File: config.mk
export PLATFORM = sky130hd
export DESIGN_NAME = spi_modefault_guard
export DESIGN_NICKNAME = d
export VERILOG_FILES = /design/src/rtl/spi_modefault_guard.sv
export SDC_FILE = /design/constraint.sdc
export NUM_CORES = 1
export LEC_CHECK = 0
export ABC_AREA = 1
export BUFFER_PORTS_ARGS = -buffer_cell sky130_fd_sc_hd__buf_4
export CAP_MARGIN = 10
export CORE_AREA = 2 2 39 41
export CTS_CLUSTER_DIAMETER = 100
export DETAILED_ROUTE_END_ITERATION = 8
export DIE_AREA = 0 0 41 43
export GPL_TIMING_DRIVEN = 0
export HOLD_SLACK_MARGIN = 0.02
export PLACE_DENSITY = 0.74
export SYNTH_ARGS = -nofsm -noshare
export SYNTH_HDL_FRONTEND = slang
export SYNTH_SLANG_ARGS = --single-unit
File: constraint.sdc
create_clock -name clk -period 1.95 [get_ports clk]
set_input_delay 0.2925 -clock clk [delete_from_list [all_inputs] [get_ports clk]]
set_output_delay 0.2925 -clock clk [all_outputs]
set_load 0.01 [all_outputs]
File: src/rtl/spi_modefault_guard.sv
module spi_modefault_guard #(
  parameter int BYTE_BITS = 8
) (
  input  logic clk,
  input  logic rst_n,
  input  logic spi_en,
  input  logic is_master,
  input  logic fault_en,
  input  logic err_irq_en,
  input  logic cpha,
  input  logic cpol,
  input  logic ss_n,
  input  logic sck,
  input  logic flag_clr,
  input  logic rx_full_req,
  input  logic overrun_req,
  output logic fault_flag,
  output logic irq_req,
  output logic busy,
  output logic spi_off_p,
  output logic txe_set_p,
  output logic bitcnt_clr_p,
  output logic pins_release_p
);
  localparam int CW = $clog2(BYTE_BITS) + 1;

  logic ss_m, ss_s, ss_d;
  logic ck_m, ck_s, ck_d;
  logic [CW-1:0] edges;
  logic master_pulse;

  always_ff @(posedge clk or negedge rst_n) begin
    if (!rst_n) begin
      {ss_m, ss_s, ss_d} <= 3'b111;
      {ck_m, ck_s, ck_d} <= 3'b000;
    end else begin
      ss_m <= ss_n;  ss_s <= ss_m;  ss_d <= ss_s;
      ck_m <= sck;   ck_s <= ck_m;  ck_d <= ck_s;
    end
  end

  wire ss_fall   = ss_d & ~ss_s;
  wire sck_lead  = (ck_d == cpol) && (ck_s != cpol);
  wire sck_trail = (ck_d != cpol) && (ck_s == cpol);
  wire start     = cpha ? (sck_lead & ~ss_s) : ss_fall;

  wire mst_evt = spi_en & is_master & fault_en & ~ss_s;
  wire slv_evt = spi_en & ~is_master & fault_en & busy & ss_s;
  wire set_evt = mst_evt | slv_evt;

  always_ff @(posedge clk or negedge rst_n) begin
    if (!rst_n) begin
      busy  <= 1'b0;
      edges <= '0;
    end else if (!spi_en || is_master || ss_s) begin
      busy  <= 1'b0;
      edges <= '0;
    end else if (!busy) begin
      busy  <= start;
      edges <= '0;
    end else if (sck_trail) begin
      if (edges == CW'(BYTE_BITS - 1)) begin
        busy  <= 1'b0;
        edges <= '0;
      end else begin
        edges <= edges + 1'b1;
      end
    end
  end

  always_ff @(posedge clk or negedge rst_n) begin
    if (!rst_n) begin
      fault_flag   <= 1'b0;
      master_pulse <= 1'b0;
    end else begin
      master_pulse <= mst_evt & ~fault_flag;
      if (set_evt)       fault_flag <= 1'b1;
      else if (flag_clr) fault_flag <= 1'b0;
    end
  end

  assign irq_req        = (fault_flag & err_irq_en) | rx_full_req | overrun_req;
  assign spi_off_p      = master_pulse;
  assign txe_set_p      = master_pulse;
  assign bitcnt_clr_p   = master_pulse;
  assign pins_release_p = master_pulse;
endmodule


==> results of run 1 <==
-- cell usage in the layout, fill, tap and decap left out, drive strengths merged --
master / count
buf: 22
nand2: 19
inv: 11
dfrtp: 10
nor2: 4
nand3: 4
o21ai: 4
clkbuf: 3
dfstp: 3
nand4: 2
a21oi: 2
a211o: 1
nor4: 1
o221ai: 1
or2: 1
ha: 1
clkinv: 1
dlygate4sd3: 1
-- logic make-up (layout without fill, tap and decap cells) --
logic type | Yosys count | after routing | share of synthesized area
AO/OA/AOI/OAI | 8 | 8 | 0.0777
adder cells (fa/ha/maj) | 1 | 1 | 0.0204
buffers and inverters | 14 | 38 | 0.104
flip-flops | 13 | 13 | 0.538
AND/OR/NAND/NOR | 31 | 31 | 0.260
-- sequential cells by signal, indices dropped and copies added (netlist names) --
signal	count
ck_m	1
ck_s	1
ss_d	1
ck_d	1
ss_m	1
fault_flag	1
edges	4
bitcnt_clr_p	1
busy	1
ss_s	1
-- worst register-to-register path, delay by kind of cell, from the launching register on --
family / cells / cell delay (ns)
buf+inv: 2 / 0.09
flops: 1 / 0.56
simple gates: 6 / 0.40
-- worst paths after layout --
check,start,endpoint,cells past startpoint
worst max-delay path,fault_flag$_DFFE_PN0P_,irq_req,2
worst min-delay path,ss_n,ss_m$_DFF_PN1_,1
worst max register to register,ss_s$_DFF_PN1_,edges[3]$_DFFE_PN0P_,8
worst min register to register,ck_m$_DFF_PN0_,ck_s$_DFF_PN0_,0
max in group asynchronous,rst_n,ss_m$_DFF_PN1_,2
min in group asynchronous,rst_n,ck_d$_DFF_PN0_,2
-- through the flow --
step	hold slack, ns	util
after CTS	0.0982	0.587
after floorplan	-0.00309	-
after detailed placement	0.144	0.560
after global routing	0.0966	0.587
final	0.107	0.587
after global placement	0.142	0.560
-- final cells by class --
class | instances | area [um^2] | area share
buffer | 3 | 22.5 | 0.0277
clock buffer | 3 | 22.5 | 0.0277
clock inverter | 1 | 5.00 | 0.00616
inverter | 11 | 41.3 | 0.0508
multi-input combinational | 40 | 219 | 0.270
sequential | 13 | 329 | 0.405
tap | 16 | 20.0 | 0.0247
timing repair buffer | 20 | 153 | 0.188
-- where the power goes --
| part | switching, uW | total, uW | internal [uW] | leakage [uW] |
|---|---|---|---|---|
| sequential | 5.18 | 286 | 280 | 0.000163 |
| combinational | 28.2 | 60.8 | 32.6 | 0.000238 |
| clock | 93.0 | 169 | 76.3 | 0.0000177 |
-- per-layer routing --
| layer | track usage | routed length (um) | up-vias |
|---|---|---|---|
| met5 | 0 | 0 | - |
| met4 | 0.107 | 21 | 0 |
| met3 | 0.0628 | 123 | 2 |
| met2 | 0.234 | 501 | 24 |
| met1 | 0.142 | 448 | 215 |
| li1 | - | - | 261 |
==> metrics.txt, run 1 <==
clock root buffer=clkbuf_4; distinct cell type count after synthesis=21; Lkg Pwr=roughly 0.00042 uW; Sink Count=13; crit path max fanout=4; Design Area, Final=~810 um^2; Starting Density=0.442; total CTS buffers=3; CTS tree=yes; min-delay worst type=in -> reg; hold_buf cts=1; R2R Setup Slk=0.83 ns; critical path endpoint category=output port; layout cells sized above 1=0.396; Final Hold Vio Count=0; Initial DRC Count=12; cell area after synthesis=612 um^2; fillers=124; #FFs+latches synth=13; Mean Syn Cell Area=9.13 um^2; Worst-Skew Late Latency=between 0.2 and 0.3 ns; status=completed; RSZ-0062 raised after global routing=false; Clock Skew=0.00439 ns; post-place setup slack=0.784 ns; slowest stage delay, CP=slightly above 0.4 ns; top cell type's share of synthesized area=0.409; fin crit period=1.39 ns; startpoint types=flop; Final period util=0.712; GRT Residual Overflow=0; worst-margin pin slew=0.227 ns; first-pass GRT wire length=1.67 mm; # DRC=0; VDD IR max=approximately 0.54 mV; CP Class=reg -> out; drt total wl=1.10 mm; setup TNS=0 ns; die area=about 1800 um^2; normalized max-slew margin=0.847; WP buf/inv=1; Setup violations, final=0; IO Pins=20; Post-synth EDFFs=0; ys flop type=dfrtp_1; cells after synthesis=67; H-tree levels=1; most frequent cell after synthesis=nand2_1; Synth async-reset ratio=1.00; Ant. Diodes=0; Seq/Total Area, Yosys=0.538; Die Ht=43 um; Post-CTS Setup Bufs=0; YS warnings=0; vias=502; crit-path cells=a211o_1 > buf_4; Pwr Density=around 640 nW/um^2; largest net degree at the start of global routing=14; core area=between 1000 and 1500 um^2; CTS resizes=0; vias in the first global route=approximately 460; fin worst setup slack=0.562 ns; vias per inst=4.69; data required time of the worst path=~1.7 ns; Die X=41 um; Cell Count, Final, Fillers Out=107; placed cells=102; Tot GR Track Use=0.148; Initial DRT Pass Iterations=4; Crit-path slowest cell=dfrtp_1; antenna-violating nets left=0; Site Rows=14; Yosys top cell by area=dfrtp_1; critical path arrival=1.10 ns; WL per Instance=10.2 um; GP Congestion=between 0.7 and 0.8; antenna violations before repair=0; kind of cell adding the most delay to the critical path=flip-flops; fmax=720 MHz; Nets=106; clock slew at reported path FFs=0.08 ns; Slew Viols, Final=0; DP Wirelength=approximately 850 um; maximum root-to-sink buffer count=2; largest cells by area after synthesis=dfrtp_1 (41%), dfstp_2 (13%), nand2_1 (9.2%), inv_1 (6.1%), buf_4 (3.7%); P&R area growth vs syn=32.7%; Synthesized Nets=roughly 80; placed instance area=slightly below 800 um^2; MaxCap Viol Count=0; port bufs=19; Post-synth top cells=nand2_1 (15), dfrtp_1 (10), inv_1 (10); Tot Pwr=516 uW
Note: power is estimated with default switching activity, not from simulation.
==> run 2, diff against run 1 <==
--- a/config.mk
+++ b/config.mk
@@ -8,13 +8,13 @@
 export ABC_AREA = 1
 export BUFFER_PORTS_ARGS = -buffer_cell sky130_fd_sc_hd__buf_4
 export CAP_MARGIN = 10
-export CORE_AREA = 2 2 39 41
+export CORE_MARGIN = 1.5
+export CORE_UTILIZATION = 47
 export CTS_CLUSTER_DIAMETER = 100
 export DETAILED_ROUTE_END_ITERATION = 8
-export DIE_AREA = 0 0 41 43
 export GPL_TIMING_DRIVEN = 0
 export HOLD_SLACK_MARGIN = 0.02
-export PLACE_DENSITY = 0.74
+export PLACE_DENSITY = 0.75
 export SYNTH_ARGS = -nofsm -noshare
 export SYNTH_HDL_FRONTEND = slang
 export SYNTH_SLANG_ARGS = --single-unit
==> constraint.sdc (replaced) <==
create_clock -name clk -period 1.4 [get_ports clk]
set_input_delay 0.21 -clock clk [delete_from_list [all_inputs] [get_ports clk]]
set_output_delay 0.21 -clock clk [all_outputs]
set_load 0.01 [all_outputs]
==> run 2 against run 1 <==
- combinational power grew 41%
- die area is 13% lower
- global-route usage increased by 3.1 points
- via count increased by 6.2%
- largest cell class unchanged
- cell count is 1.9% lower
- sequential share of layout area increased by 0.13 points
- count of clock-buffer cells in the layout unchanged
- hold slack got worse by 0.065 ns
- critical path type unchanged
- sequential power rose by 39%
- critical path depth unchanged
- largest power group unchanged
==> metrics.txt, run 2 (synthesis results as in run 1) <==
status=completed; Hold Startpoint=ss_n; Reg-to-Reg Start=ss_s$_DFF_PN1_; Nets=106 (unchanged); min-delay worst type=in -> reg; Final period util=0.920; fmax=777 MHz; DP Wirelength=861 um (+1.2%); Sink Count=13 (unchanged); R2R Setup Slk=0.28 ns (-0.55 ns); vias=533 (+6.2%); worst-margin pin slew=0.210 ns (-0.0167 ns); Pint=542 uW (+39%); IO Pins=20 (unchanged); fin crit period=approximately 1.3 ns; Util after Layout=0.700 (+0.113); clock slew at reported path FFs=0.08 ns (about the same); Gate power share=0.122 (+0.004); VDD IR max=0.542 mV (about the same); total CTS buffers=3 (unchanged); antenna-violating nets left=0 (unchanged); vias in the first global route=456 (-0.65%); clock root buffer=clkbuf_4; H-tree levels=1 (unchanged); slowest stage delay, CP=0.41 ns (about the same); Worst-Skew Late Latency=0.27 ns (about the same); largest net degree at the start of global routing=14 (unchanged); crit-path cells=a211o_1 > buf_4; CTS resizes=0 (unchanged); setup TNS=0 ns (unchanged); Seq pwr share=0.564 (+0.010); Slew Viols, Final=0 (unchanged); Initial DRT Pass Iterations=4 (unchanged); startpoint types=flop; Starting Density=0.529 (+0.0871); Clock Skew=0.000958 ns (-0.00343 ns); first-pass GRT wire length=1.77 mm (+5.8%); Sw Pwr=163 uW (+29%); P&R area growth vs syn=32.3%; GRT Residual Overflow=0 (unchanged); drt total wl=1.14 mm (+4.3%); Crit-path slowest cell=dfrtp_1; R2R cell count=6 (-2); RR Endpoint=edges[1]$_DFFE_PN0P_; WL per Instance=10.9 um (+6.3%); Ant. Diodes=0 (unchanged); Largest Register=edges; Post-CTS Setup Bufs=0 (unchanged); crit path max fanout=4 (unchanged); Tot GR Track Use=0.179 (+0.0311); port bufs=19 (unchanged); commonest cells after routing, fill and taps aside=buf_4 (22), nand2_1 (15), inv_1 (10), dfrtp_1 (10); Final Hold Vio Count=0 (unchanged); hold endpoint=ss_m$_DFF_PN1_; layout cells sized above 1=0.396 (unchanged); die area=1530 um^2 (-13%); RSZ-0062 raised after global routing=false; core area=1160 um^2 (-16%); vias per inst=5.08 (+8.2%); hold_buf cts=1 (unchanged); CTS tree=yes; Lkg Pwr=0.000419 uW (unchanged); data required time of the worst path=1.19 ns (-0.47 ns); hold depth=1 (unchanged); # DRC=0 (unchanged); normalized max-slew margin=0.859 (+0.0112); critical path arrival=1.08 ns (-0.02 ns); clock share of power=0.314 (-0.014); Setup violations, final=0 (unchanged); Die X=39.1 um (-4.7%); Site Rows=12 (-2); max reg flops=4 (unchanged); antenna violations before repair=0 (unchanged); switching share of power=0.231 (-0.0136); MaxCap Viol Count=0 (unchanged); maximum root-to-sink buffer count=2 (unchanged); CP Class=reg -> out; Die Ht=39.1 um (-9.1%); Initial DRC Count=17 (+5); Pwr Density=871 nW/um^2 (+37%); most common cell after layout, fill and taps aside=buf_4; critical path endpoint category=output port; GP Congestion=0.705 (-9.6%)
-- run 2: metrics by stage --
stage / total power, uW / cell area, um^2 / cells / hold slack (ns) / setup slack, ns
2_1_floorplan: 438 / 612 / 67 / -0.0856 / 0.382
3_3_place_gp: 487 / 772 / 100 / 0.0575 / 0.324
3_5_place_dp: 489 / 772 / 100 / 0.0569 / 0.318
4_1_cts: 714 / 810 / 105 / 0.0314 / 0.109
5_1_grt: 738 / 810 / 105 / 0.0242 / 0.0691
6_report: 705 / 810 / 105 / 0.0418 / 0.113
-- run 2: power by group through the flow --
stage                     combinational [uW]  clock, uW  sequential [uW]
after floorplan                         32.6          0              405
after global placement                  82.1          0              405
after detailed placement                84.0          0              405
after CTS                               86.5        230              398
after global routing                    96.0        242              400
final                                   85.8        221              398
-- run 2: worst max-delay path by stage --
stage,slack (ns),to,cells after the start,startpoint
2_1_floorplan,0.38,edges[3]$_DFFE_PN0P_,7,ss_s$_DFF_PN1_
3_3_place_gp,0.32,edges[3]$_DFFE_PN0P_,7,ss_s$_DFF_PN1_
3_5_place_dp,0.32,edges[3]$_DFFE_PN0P_,7,ss_s$_DFF_PN1_
4_1_cts,0.11,irq_req,2,fault_flag$_DFFE_PN0P_
5_1_grt,0.07,irq_req,2,fault_flag$_DFFE_PN0P_
6_report,0.11,irq_req,2,fault_flag$_DFFE_PN0P_
-- run 2: cell type report --
class / count / area [um^2]
Multi-Input combinational cell: 40 / 219
Inverter: 11 / 41.3
Sequential cell: 13 / 329
Fill cell: 92 / 347
Clock buffer: 3 / 22.5
Timing Repair Buffer: 20 / 153
Buffer: 3 / 22.5
Clock inverter: 1 / 5.00
Tap cell: 14 / 17.5
-- run 2: metal layers --
metal	up-vias	share of wire	track usage	routed length [um]
met4	0	0.019	0.103	22
met3	4	0.088	0.0173	101
li1	262	-	-	-
met1	237	0.44	0.206	497
met5	-	0	0	0
met2	30	0.46	0.317	521
-- run 2: worst max-delay path, delay by kind of cell (launching register included) --
family / cells / cell delay, ns
buf+inv: 1 / 0.14
compound gates: 1 / 0.26
flops: 1 / 0.41
